File: src/rtl/fgd_pkg.sv
package fgd_pkg;
  typedef struct packed {
    logic erase_en;
    logic write_en;
  } fgd_ctl_t;

  localparam int unsigned PAGE_SHIFT = 9;
  localparam int unsigned TOP_RSV_BYTES = 1024;
endpackage

File: src/rtl/fgd_lock_decode.sv
module fgd_lock_decode #(
  parameter int unsigned ADDR_W    = 16,
  parameter int unsigned LOCK_PAGE = 125
) (
  input  logic              clk,
  input  logic              rst_n,
  input  logic              load,
  input  logic [7:0]        lock_src,
  input  logic [ADDR_W-1:0] req_addr,
  input  logic [ADDR_W-1:0] rd_addr,
  output logic              req_locked,
  output logic              rd_locked
);
  localparam int unsigned PW = ADDR_W - fgd_pkg::PAGE_SHIFT;

  logic [7:0] cnt_q, cnt_d;

  function automatic logic in_lock(input logic [ADDR_W-1:0] a, input logic [7:0] n);
    logic [PW-1:0] pg;
    pg = a[ADDR_W-1:fgd_pkg::PAGE_SHIFT];
    return (n != 8'd0) && ((int'(pg) < int'(n)) || (int'(pg) == int'(LOCK_PAGE)));
  endfunction

  always_comb begin
    cnt_d = cnt_q;
    if (load) cnt_d = ~lock_src;
  end

  // Until the first load the whole array counts as locked.
  always_ff @(posedge clk or negedge rst_n) begin
    if (!rst_n) cnt_q <= 8'hFF;
    else        cnt_q <= cnt_d;
  end

  assign req_locked = in_lock(req_addr, cnt_q);
  assign rd_locked  = in_lock(rd_addr, cnt_q);
endmodule

File: src/rtl/fgd_busy_timer.sv
module fgd_busy_timer #(
  parameter int unsigned CW = 4
) (
  input  logic          clk,
  input  logic          rst_n,
  input  logic          start,
  input  logic [CW-1:0] len,
  input  logic          touches_lock,
  output logic          busy,
  output logic          reload
);
  logic [CW-1:0] cnt_q, cnt_d;
  logic          touch_q, touch_d;
  logic          rel_q, rel_d;

  always_comb begin
    cnt_d   = cnt_q;
    touch_d = touch_q;
    rel_d   = 1'b0;
    if (start) begin
      cnt_d   = len;
      touch_d = touches_lock;
    end else if (cnt_q != '0) begin
      cnt_d = cnt_q - 1'b1;
      if (cnt_q == CW'(1) && touch_q) rel_d = 1'b1;
    end
  end

  // rel_q resets high so the lock byte is sampled right after reset.
  always_ff @(posedge clk or negedge rst_n) begin
    if (!rst_n) begin
      cnt_q   <= '0;
      touch_q <= 1'b0;
      rel_q   <= 1'b1;
    end else begin
      cnt_q   <= cnt_d;
      touch_q <= touch_d;
      rel_q   <= rel_d;
    end
  end

  assign busy   = (cnt_q != '0) || rel_q;
  assign reload = rel_q;
endmodule

File: src/rtl/flash_guard.sv
module flash_guard #(
  parameter int unsigned ADDR_W       = 16,
  parameter int unsigned WRITE_CYCLES = 4,
  parameter int unsigned ERASE_CYCLES = 12
) (
  input  logic              clk,
  input  logic              rst_n,
  input  logic              ctl_we,
  input  logic [1:0]        ctl_wdata,
  output logic [1:0]        ctl_state,
  input  logic              req_valid,
  input  logic              req_erase,
  input  logic [ADDR_W-1:0] req_addr,
  input  logic [7:0]        req_data,
  input  logic              req_trusted,
  output logic              grant,
  output logic              violation,
  output logic              busy,
  output logic              fl_we,
  output logic              fl_erase,
  output logic [ADDR_W-1:0] fl_addr,
  output logic [7:0]        fl_data,
  input  logic [7:0]        lock_src,
  input  logic [ADDR_W-1:0] rd_addr,
  input  logic              rd_trusted,
  output logic              rd_allow
);
  import fgd_pkg::*;

  localparam int unsigned FULL_BYTES = 2 ** ADDR_W;
  localparam int unsigned USER_BYTES = (ADDR_W == 16) ? FULL_BYTES - TOP_RSV_BYTES : FULL_BYTES;
  localparam int unsigned LOCK_ADDR  = USER_BYTES - 1;
  localparam int unsigned LOCK_PAGE  = LOCK_ADDR >> PAGE_SHIFT;
  localparam int unsigned MAX_CYC    = (WRITE_CYCLES > ERASE_CYCLES) ? WRITE_CYCLES : ERASE_CYCLES;
  localparam int unsigned CW         = $clog2(MAX_CYC + 1);

  // Reset: asserted asynchronously, released through two flops.
  logic [1:0] rsync_q;
  always_ff @(posedge clk or negedge rst_n) begin
    if (!rst_n) rsync_q <= 2'b00;
    else        rsync_q <= {rsync_q[0], 1'b1};
  end
  logic rst_sync_n;
  assign rst_sync_n = rsync_q[1];

  fgd_ctl_t ctl_q, ctl_d;
  logic req_locked, rd_locked, reload, tmr_busy;
  logic in_rsv, perm_ok, ok, touch;
  logic grant_d, viol_d, we_d, er_d;
  logic grant_q, viol_q, we_q, er_q;
  logic [ADDR_W-1:0] addr_d, addr_q;
  logic [7:0] data_d, data_q;
  logic [CW-1:0] len;

  fgd_lock_decode #(.ADDR_W(ADDR_W), .LOCK_PAGE(LOCK_PAGE)) u_lock (
    .clk(clk), .rst_n(rst_sync_n), .load(reload), .lock_src(lock_src),
    .req_addr(req_addr), .rd_addr(rd_addr),
    .req_locked(req_locked), .rd_locked(rd_locked)
  );

  fgd_busy_timer #(.CW(CW)) u_tmr (
    .clk(clk), .rst_n(rst_sync_n), .start(grant_d), .len(len),
    .touches_lock(touch), .busy(tmr_busy), .reload(reload)
  );

  generate
    if (USER_BYTES < FULL_BYTES) begin : g_rsv
      assign in_rsv = int'(req_addr) >= int'(USER_BYTES);
    end else begin : g_norsv
      assign in_rsv = 1'b0;
    end
  endgenerate

  always_comb begin
    perm_ok = ctl_q.write_en && (!req_erase || ctl_q.erase_en);
    ok      = !tmr_busy && perm_ok && !in_rsv && (req_trusted || !req_locked);
    touch   = req_erase ? (int'(req_addr >> PAGE_SHIFT) == int'(LOCK_PAGE))
                        : (int'(req_addr) == int'(LOCK_ADDR));
    len     = req_erase ? CW'(ERASE_CYCLES) : CW'(WRITE_CYCLES);
    grant_d = req_valid && ok;
    viol_d  = req_valid && !ok;
    we_d    = grant_d && !req_erase;
    er_d    = grant_d && req_erase;
    addr_d  = addr_q;
    data_d  = data_q;
    if (grant_d) begin
      addr_d = req_erase ? {req_addr[ADDR_W-1:PAGE_SHIFT], {PAGE_SHIFT{1'b0}}} : req_addr;
      data_d = req_data;
    end
    ctl_d = ctl_q;
    if (ctl_we) ctl_d = fgd_ctl_t'(ctl_wdata);
  end

  always_ff @(posedge clk or negedge rst_sync_n) begin
    if (!rst_sync_n) begin
      ctl_q   <= '0;
      grant_q <= 1'b0;
      viol_q  <= 1'b0;
      we_q    <= 1'b0;
      er_q    <= 1'b0;
      addr_q  <= '0;
      data_q  <= '0;
    end else begin
      ctl_q   <= ctl_d;
      grant_q <= grant_d;
      viol_q  <= viol_d;
      we_q    <= we_d;
      er_q    <= er_d;
      addr_q  <= addr_d;
      data_q  <= data_d;
    end
  end

  assign ctl_state = ctl_q;
  assign grant     = grant_q;
  assign violation = viol_q;
  assign busy      = tmr_busy;
  assign fl_we     = we_q;
  assign fl_erase  = er_q;
  assign fl_addr   = addr_q;
  assign fl_data   = data_q;
  assign rd_allow  = rd_trusted || !rd_locked;
endmodule

File: config.mk
export PLATFORM = sky130hd
export DESIGN_NAME = flash_guard
export DESIGN_NICKNAME = d
export VERILOG_FILES = /design/src/rtl/fgd_pkg.sv /design/src/rtl/fgd_lock_decode.sv /design/src/rtl/fgd_busy_timer.sv /design/src/rtl/flash_guard.sv
export SDC_FILE = /design/constraint.sdc
export NUM_CORES = 1
export LEC_CHECK = 0
export CORE_MARGIN = 3
export CORE_UTILIZATION = 65
export CTS_CLUSTER_DIAMETER = 30
export CTS_CLUSTER_SIZE = 10
export DETAILED_ROUTE_END_ITERATION = 8
export DONT_BUFFER_PORTS = 1
export GPL_TIMING_DRIVEN = 0
export PLACE_DENSITY_LB_ADDON = 0.2
export SYNTH_ARGS = -nofsm -noshare
export SYNTH_HDL_FRONTEND = slang
export SYNTH_SLANG_ARGS = --single-unit
File: constraint.sdc
create_clock -name clk -period 3.1 [get_ports clk]
set_clock_uncertainty 0.1 [all_clocks]
set_input_delay 0.31 -clock clk [delete_from_list [all_inputs] [get_ports clk]]
set_output_delay 0.31 -clock clk [all_outputs]
set_load 0.01 [all_outputs]
==> impl_metrics.ini, run 1 <==
[outcome]
status = finished clean

[grt]
grtUsageTotal_pct = 27.8
grt-ovfl-total = 0
grt_max_degree = 45
grt_pass1_wl_um = 8890
antenna_found_initial = 0
grt_pass1_vias = 1758

[power_and_ir_drop]
power.density_nw_per_um2 = 786
p_leak_nw = 1.38
ir_drop_mv = 0.454

[finish]
multi_input_area_um2 = 1100
final_nets = 299
area_delta_synth_final_pct = 17.4
final_cell_mix = dfrtp_1 (36), dlygate4sd3_1 (29), mux2_4 (22)
nFillCells = 190
final_area_um2 = 2790
mostFrequentLayoutCell = dfrtp_1
final-seq-area_um2 = 1160
num_antenna_cells = 0
drive_gt1_share_pct = 24.0

[route]
drt_wl_total_um = 5590
viasPerCell = 5.97
dr.pass1.iters = 4
top_layer_used = met4
wl_met2_um = 2910
drt_iter0_markers = 133
vias = 1643
dr_wl_met3_um = 483
wire_per_inst_um = 20.3
drc = 0
ant_nets = 0
wl_met1_um = 2090

[place]
portBuffers = 0
gp_routability_congestion = 0.825
dpl.hpwl_um = 3720
post_dp_cell_area_um2 = 2430

[worst_setup_path]
crit_fanout = 10
path_cells = inv_1, ha_1, a21o_1, a221o_1, a31o_1, a31oi_4, buf_6, mux2_4
cp-end-kind = flip-flop
critPathTopFamily = compound AO/OA/AOI/OAI gates
regToRegStartpoint = u_lock.cnt_q[5]
required_ns = 3.27
regToRegSetupSlack_ns = 0.38
ff2ff_path_depth = 8
r2r-end = fl_addr[14]
cp-start-kind = flip-flop
crit_arrival_ns = 2.89
critPathMaxStageDelay_ns = 0.58
crit_buf_inv = 2
criticalPathCategory = flip-flop to flip-flop
slowest_stage = dfstp_2

[timing]
fmax_mhz = 367
grt_setup_unrepaired = no
relSlewSlack_pct = 41.0
slew_violations = 0
final_hold_viol_count = 0
tightestPinTransition_ns = 0.884
min_period_ns = 2.72
finalSetupViolations = 0
min_period_over_period_pct = 87.8
tns_ns = 0

[logic_synthesis]
netlist.area_leader.share_pct = 39.0
yosysTopAreaCell = dfrtp_1
synth_area_um2 = 2370
syn_nets = 263
yosys-top-cells-area = dfrtp_1 (39%), mux2_4 (14%), dfstp_2 (10%), ha_1 (7.4%), nor2_1 (2.8%)
synth_cell_types = 43
synth_area_per_cell_um2 = 12.4
ys_seq_area_share_pct = 48.9
synthCells = 192
ys_seq_elements = 46
yosysWarnings = 0

[clocking]
cts-buffers-inserted = 5
cts_resized = 0
clk_path_buf_depth = 2
clkTransAtPathRegs_ns = 0.14
cts_tree = done
clock-sinks = 46
cts_max_level = 2
clkLatencyLatePin_ns = 0.36
root_buffer = clkbuf_4

[die]
die_x_um = 66.4
ioPinCount = 89
num_rows = 21
die_h_um = 66.4
start_util_pct = 69.5
die_area_um2 = 4410
coreArea_um2 = 3420

[min_path]
hp-start = req_erase
hold_end = fl_erase
hp-class = input port to flip-flop
hold_depth = 2

[run]
cap_violations = 0
[sequential cells by signal, summed over array words and instances, names as in the netlist, 2 cells and up]
signal        cells
u_tmr.cnt_q       4
fl_data           8
fl_addr          16
ctl_state         2
rsync_q           2
u_lock.cnt_q      8
[logic make-up after synthesis]
| group | synth area share (%) |
|---|---|
| other | 0.158 |
| and+or+nand+nor | 13.6 |
| AOI/OAI and AO/OA | 8.32 |
| xor gates and xnor gates | 0.369 |
| DFF | 48.9 |
| buffers and inverters | 4.58 |
| muxes | 16.6 |
| adders and majority gates | 7.38 |
[worst max-delay path by stage]
stage	start	end	slack, ns	depth (start not counted)
2_1_floorplan	u_lock.cnt_q[5]	fl_addr[13]	0.60	8
3_3_place_gp	u_lock.cnt_q[5]	fl_addr[13]	0.49	8
3_5_place_dp	u_lock.cnt_q[5]	fl_addr[14]	0.42	8
4_1_cts	u_lock.cnt_q[5]	fl_addr[14]	0.41	8
5_1_grt	u_lock.cnt_q[5]	fl_addr[13]	0.31	8
6_report	u_lock.cnt_q[5]	fl_addr[14]	0.38	8
[cells in the mapped netlist]
cell        n
nand2b_1    2
buf_6       1
mux2i_1     2
a31oi_1     1
nor2b_2     1
mux2_2      4
nor2_1     18
mux2_4     22
or3_1       1
buf_12      2
a221o_1     1
nor3_1      3
a21bo_2     1
inv_1      12
o2111ai_1   1
and3_1      1
a21o_1      3
buf_2       1
xnor2_1     1
and2_2      1
a21oi_1    13
conb_1      1
o31a_1      1
buf_1       1
a31o_1      1
clkbuf_1    1
dfstp_2     9
a31oi_4     1
o211a_1     1
ha_1       14
nor4_4      1
nand3_1     5
nand2_1     5
a21boi_0    1
nand3b_1    2
a2bb2oi_1   1
nand4b_1    1
nand4_1     2
nor2b_1    10
and4b_1     1
nor4_2      2
o21ai_0     2
dfrtp_1    37
[power breakdown]
group	switching [mW]	total, mW	internal [mW]
logic	0.351	0.772	0.422
registers	0.260	1.12	0.856
clock network	0.193	0.302	0.109
[per-stage QoR]
stage	util, %	instances	hold slack, ns	setup slack, ns	power [mW]
after global placement	71.2	238	-0.0855	0.490	1.75
after CTS	81.6	275	0.0108	0.409	2.17
after detailed placement	71.2	238	-0.0856	0.417	1.84
final	81.6	275	0.0224	0.379	2.19
after floorplan	-	192	-0.0856	0.600	1.65
after global routing	81.6	275	0.0201	0.306	2.34
[area by class of cell]
type | count | share of cell area (%)
timing repair buffer | 29 | 10.4
buffer | 6 | 2.29
clock buffer | 6 | 1.84
sequential | 46 | 41.7
multi-input combinational | 128 | 39.6
clock inverter | 2 | 0.449
inverter | 12 | 1.62
tap | 46 | 2.06
[layer usage]
layer  track usage [%]  vias up
li1                  -      741
met1              30.3      814
met2              49.1       74
met3              10.2       14
met4              10.2        0
met5                 0        -
[worst reg2reg max path: stages, from the launching register on]
cell,delay (ns)
dfstp_2,0.58
inv_1,0.08
ha_1,0.30
a21o_1,0.17
a221o_1,0.34
a31o_1,0.23
a31oi_4,0.31
buf_6,0.22
mux2_4,0.31
[what timing repair did]
item	CTS	global route
setup buffers	0	0
endpoints found under the hold margin	28	0
hold buffers	29	0
No activity file was read; power rests on OpenSTA's default activity.
==> inputs of run 2 (changes only) <==
--- a/config.mk
+++ b/config.mk
@@ -6,7 +6,7 @@
 export NUM_CORES = 1
 export LEC_CHECK = 0
 export CORE_MARGIN = 3
-export CORE_UTILIZATION = 65
+export CORE_UTILIZATION = 56
 export CTS_CLUSTER_DIAMETER = 30
 export CTS_CLUSTER_SIZE = 10
 export DETAILED_ROUTE_END_ITERATION = 8
==> constraint.sdc (replaced) <==
create_clock -name clk -period 2.3 [get_ports clk]
set_clock_uncertainty 0.1 [all_clocks]
set_input_delay 0.23 -clock clk [delete_from_list [all_inputs] [get_ports clk]]
set_output_delay 0.23 -clock clk [all_outputs]
set_load 0.01 [all_outputs]
==> run 2 against run 1 <==
Against the previous run:
- the run now ends with negative setup slack left
- cell area rose by 9.5%
- routed wire length shrank 3.9%
- first-iteration DRC count decreased by 74%
- count of clock-buffer cells in the layout shrank 1
- non-clock buffer count up 15
- via count increased by 0.24%
- flip-flop and latch count unchanged
- sequential share of layout area down 3.6 points
- die area increased by 15%
- register-to-register slack lost 0.62 ns
- final cell count is 6.9% higher
==> impl_metrics.ini, run 2 (synthesis results as in run 1) <==
[place]
dpl.cell_count = 242
post_dp_cell_area_um2 = 2480
portBuffers = 0
dpl.hpwl_um = 3660
gp_routability_congestion = 0.799

[timing]
hold_slack_ns = 0.0334
slew_violations = 0
finalSetupViolations = 32
final_hold_viol_count = 0
grt_setup_unrepaired = yes
tightestPinTransition_ns = 0.930
fmax_mhz = 393
relSlewSlack_pct = 38.0
setup_ws_ns = -0.246
tns_ns = -6.63
min_period_over_period_pct = 111
min_period_ns = 2.55

[finish]
fin_cells = 294
mostFrequentLayoutCell = dfrtp_1
final_nets = 314
final_area_um2 = 3050
largest_reg_flops = 16
final_cell_mix = dfrtp_1 (36), dlygate4sd3_1 (29), mux2_4 (24)
drive_gt1_share_pct = 33.2
utilization_pct = 75.2
area_delta_synth_final_pct = 28.5
num_antenna_cells = 0

[worst_setup_path]
r2r-end = fl_data[6]
cp-start-kind = flip-flop
timing.critical_path.to = fl_data[6]
cp-end-kind = flip-flop
required_ns = 2.39
crit_fanout = 10
regToRegSetupSlack_ns = -0.25
criticalPathCategory = flip-flop to flip-flop
ff2ff_path_depth = 9
cp-startpoint = u_lock.cnt_q[5]
crit_arrival_ns = 2.64
regToRegStartpoint = u_lock.cnt_q[5]

[clocking]
cts-buffers-inserted = 5
cts_max_level = 2
clkTransAtPathRegs_ns = 0.09
clock-sinks = 46
root_buffer = clkbuf_8
clkLatencyLatePin_ns = 0.30
cts_tree = done
clk_path_buf_depth = 2

[die]
ioPinCount = 89
die_area_um2 = 5060
coreArea_um2 = 4060
die_x_um = 71.1
die_h_um = 71.1
num_rows = 23
start_util_pct = 58.5

[route]
vias = 1647
drc = 0
ant_nets = 0
drt_wl_total_um = 5370
viasPerCell = 5.60
dr.pass1.iters = 4
drt_iter0_markers = 34
wire_per_inst_um = 18.3

[grt]
grt_max_degree = 45
grtUsageTotal_pct = 22.2
antenna_found_initial = 0
grt-ovfl-total = 0
grt_pass1_vias = 1829
grt_pass1_wl_um = 8950

[power_and_ir_drop]
ir_drop_mv = 0.700
power.density_nw_per_um2 = 1080
p_leak_nw = 1.49

[outcome]
failed_checks = negative setup slack
status = finished, violations left

[run]
cap_violations = 0

[min_path]
hp-class = input port to flip-flop
[run 2: through the flow]
stage                     setup slack (ns)  total power [mW]
after CTS                           -0.226              3.27
after global placement              -0.284              2.40
final                               -0.246              3.28
after floorplan                     -0.179              2.26
after global routing                -0.299              3.51
after detailed placement            -0.348              2.49
[run 2: area by class of cell]
cell class / count / area (µm²)
buffer: 6 / 63.8
clock buffer: 5 / 68.8
clock inverter: 3 / 45.0
fill: 253 / 1010
inverter: 12 / 45.0
multi-input combinational: 128 / 1160
sequential: 46 / 1160
tap: 50 / 62.6
timing repair buffer: 44 / 438
[run 2: critical path, cell delays in order, from the launching register on]
cell     delay (ns)
dfstp_2        0.55
inv_2          0.06
ha_4           0.24
a21o_1         0.15
a221o_1        0.35
a31o_1         0.24
a31oi_4        0.18
buf_6          0.15
buf_12         0.14
mux2_4         0.31
[run 2: how the worst min path moves through the flow]
stage | from | slack (ns) | endpoint | depth (start not counted)
2_1_floorplan | rst_n | -0.17 | rsync_q[0] | 0
3_3_place_gp | rst_n | -0.17 | rsync_q[1] | 0
3_5_place_dp | rst_n | -0.17 | rsync_q[1] | 0
6_report | req_erase | 0.03 | fl_erase | 2
4_1_cts | req_erase | 0.02 | fl_erase | 2
5_1_grt | req_erase | 0.03 | fl_erase | 2
[run 2: where the power goes]
group          leakage, nW  switching [mW]  internal, mW
Sequential           0.567           0.336          1.16
Combinational        0.871           0.502         0.693
Clock               0.0504           0.272         0.323
[run 2: repair_timing]
action	CTS	global route
setup endpoints to repair	32	32
pin swaps	2	0
endpoints found under the hold margin	28	0
resized for setup	11	4
gates cloned	1	0
hold buffers	29	0
setup buffers	12	3
[run 2: metal layers]
metal | GRT usage (%) | routed length (µm)
met1 | 25.1 | 2100
met2 | 40.6 | 2850
met3 | 8.24 | 407
met4 | 3.34 | 18
met5 | 0 | 0
==> inputs of run 3 (changes only) <==
--- a/config.mk
+++ b/config.mk
@@ -6,7 +6,8 @@
 export NUM_CORES = 1
 export LEC_CHECK = 0
 export CORE_MARGIN = 3
-export CORE_UTILIZATION = 56
+export CORE_UTILIZATION = 65
+export CTS_BUF_LIST = sky130_fd_sc_hd__clkbuf_8
 export CTS_CLUSTER_DIAMETER = 30
 export CTS_CLUSTER_SIZE = 10
 export DETAILED_ROUTE_END_ITERATION = 8
==> constraint.sdc (replaced) <==
create_clock -name clk -period 2.6 [get_ports clk]
set_clock_uncertainty 0.1 [all_clocks]
set_input_delay 0.26 -clock clk [delete_from_list [all_inputs] [get_ports clk]]
set_output_delay 0.26 -clock clk [all_outputs]
set_load 0.01 [all_outputs]
==> run 3 against run 2 <==
Against the previous run:
- the flow finishes with violations (negative hold slack, negative setup slack)
- hold slack got worse by 0.045 ns
- cell area down 4.4%
- non-clock buffer count shrank 13
- highest routed layer unchanged
- largest cell class is now registers
- clock power decreased by 21%
- maximum frequency decreased by 3.2%
- register-to-register slack better by 0.22 ns
==> impl_metrics.ini, run 3 (synthesis results as in run 1) <==
[finish]
nFillCells = 150
area_delta_synth_final_pct = 22.8
num_antenna_cells = 0
mostFrequentLayoutCell = dfrtp_1
fin_cells = 277
largest_reg_flops = 16
drive_gt1_share_pct = 32.9
final_area_um2 = 2920
final_nets = 301
final_cell_mix = dfrtp_1 (36), mux2_4 (24), nor2_1 (18)

[timing]
slew_violations = 0
finalSetupViolations = 24
min_period_over_period_pct = 101
setup_ws_ns = -0.0295
fmax_mhz = 380
min_period_ns = 2.63
relSlewSlack_pct = 38.0
grt_setup_unrepaired = yes
tightestPinTransition_ns = 0.930
hold_slack_ns = -0.0114
final_hold_viol_count = 2

[worst_setup_path]
cp-end-kind = flip-flop
r2r-end = fl_addr[14]
crit_fanout = 5
required_ns = 2.70
regToRegSetupSlack_ns = -0.03
criticalPathCategory = flip-flop to flip-flop
cp-startpoint = u_lock.cnt_q[5]
crit_arrival_ns = 2.73
regToRegStartpoint = u_lock.cnt_q[5]
cp-start-kind = flip-flop
ff2ff_path_depth = 9

[clocking]
root_buffer = clkbuf_8
cts_tree = done
cts_max_level = 2
clk_path_buf_depth = 2
cts-buffers-inserted = 5
clock-sinks = 46
clkLatencyLatePin_ns = 0.31
clkTransAtPathRegs_ns = 0.09

[place]
dpl.hpwl_um = 3720
portBuffers = 0
dpl.cell_count = 238
post_dp_cell_area_um2 = 2430
gp_routability_congestion = 0.825

[route]
ant_nets = 0
drc = 0
drt_iter0_markers = 133
vias = 1800
viasPerCell = 6.50
drt_wl_total_um = 7310
dr.pass1.iters = 4
wire_per_inst_um = 26.4

[power_and_ir_drop]
seqPwrFrac_pct = 45.2
pwr-share-clk_pct = 15.7
p_leak_nw = 1.44
switching_share_pct = 37.8
power.density_nw_per_um2 = 1030
switching_power_mw = 1.13
internal_power_mw = 1.86
ir_drop_mv = 0.717
p_comb_share_pct = 39.0

[die]
ioPinCount = 89
die_area_um2 = 4410
die_x_um = 66.4
num_rows = 21
start_util_pct = 69.5
coreArea_um2 = 3420
die_h_um = 66.4

[min_path]
hp-class = input port to flip-flop
hold_end = violation
hold_depth = 1
hp-start = req_valid

[grt]
grt-ovfl-total = 0
antenna_found_initial = 0
grt_pass1_vias = 1927
grt_pass1_wl_um = 10100
grtUsageTotal_pct = 31.9
grt_max_degree = 45

[outcome]
failed_checks = negative hold slack, negative setup slack
status = finished, violations left

[run]
cap_violations = 0
[run 3: how the worst max path moves through the flow]
stage,slack (ns),cells past startpoint,end
after floorplan,0.1,8,fl_addr[13]
after global placement,-0.01,8,fl_addr[13]
after detailed placement,-0.08,8,fl_addr[14]
after CTS,0.01,10,fl_addr[10]
after global routing,-0.06,9,fl_addr[13]
final,-0.03,9,fl_addr[14]
[run 3: repair_timing]
action                                  in CTS  in global routing
endpoints found under the hold margin       10                  8
gates cloned                                 2                  0
pin swaps                                    2                  3
resized for setup                            8                  9
endpoints found under the setup margin      22                 30
hold buffers                                 9                  8
setup buffers                               12                  3
[run 3: area by class of cell]
class | count | area, µm² | area share, %
clock inverters | 2 | 12.5 | 0.429
repair buffers | 32 | 347 | 11.9
clock buffers | 6 | 82.6 | 2.83
plain buffers | 5 | 52.6 | 1.80
flip-flops and latches | 46 | 1160 | 39.9
multi-input cells | 128 | 1150 | 39.6
inverters | 12 | 47.5 | 1.63
well taps | 46 | 57.6 | 1.97
[run 3: critical path: stages, from the launching register on]
cell     delay (ns)
dfstp_2        0.57
inv_4          0.05
ha_4           0.22
a21o_1         0.20
a221o_1        0.35
a31o_1         0.23
a31oi_4        0.21
buf_12         0.16
buf_8          0.12
mux2_4         0.30
[run 3: metrics by stage]
stage / setup slack, ns / utilization, % / TNS [ns] / hold slack, ns / power (mW)
finish: -0.0295 / 85.4 / -0.337 / -0.0114 / 2.99
global route: -0.0557 / 85.4 / -1.03 / -0.0156 / 3.14
CTS: 0.0109 / 82.5 / 0 / 0.00208 / 2.76
detailed placement: -0.0827 / 71.2 / -1.43 / -0.136 / 2.19
global placement: -0.00988 / 71.2 / -0.0195 / -0.136 / 2.09
floorplan: 0.0999 / - / 0 / -0.136 / 1.97
[run 3: routing by layer]
layer	global-route usage, %	vias to the layer above	share of wire, %
met5	0	-	0
met3	11.1	40	9.2
li1	-	743	-
met2	55.4	118	51
met1	32.4	899	35
met4	19.8	0	5.0
[run 3: power groups by stage]
| stage | Sequential, mW | Combinational (mW) | Clock, mW |
|---|---|---|---|
| 2_1_floorplan | 1.26 | 0.710 | 0 |
| 3_3_place_gp | 1.31 | 0.774 | 0 |
| 3_5_place_dp | 1.34 | 0.854 | 0 |
| 4_1_cts | 1.31 | 0.994 | 0.453 |
| 5_1_grt | 1.38 | 1.26 | 0.498 |
| 6_report | 1.35 | 1.17 | 0.471 |
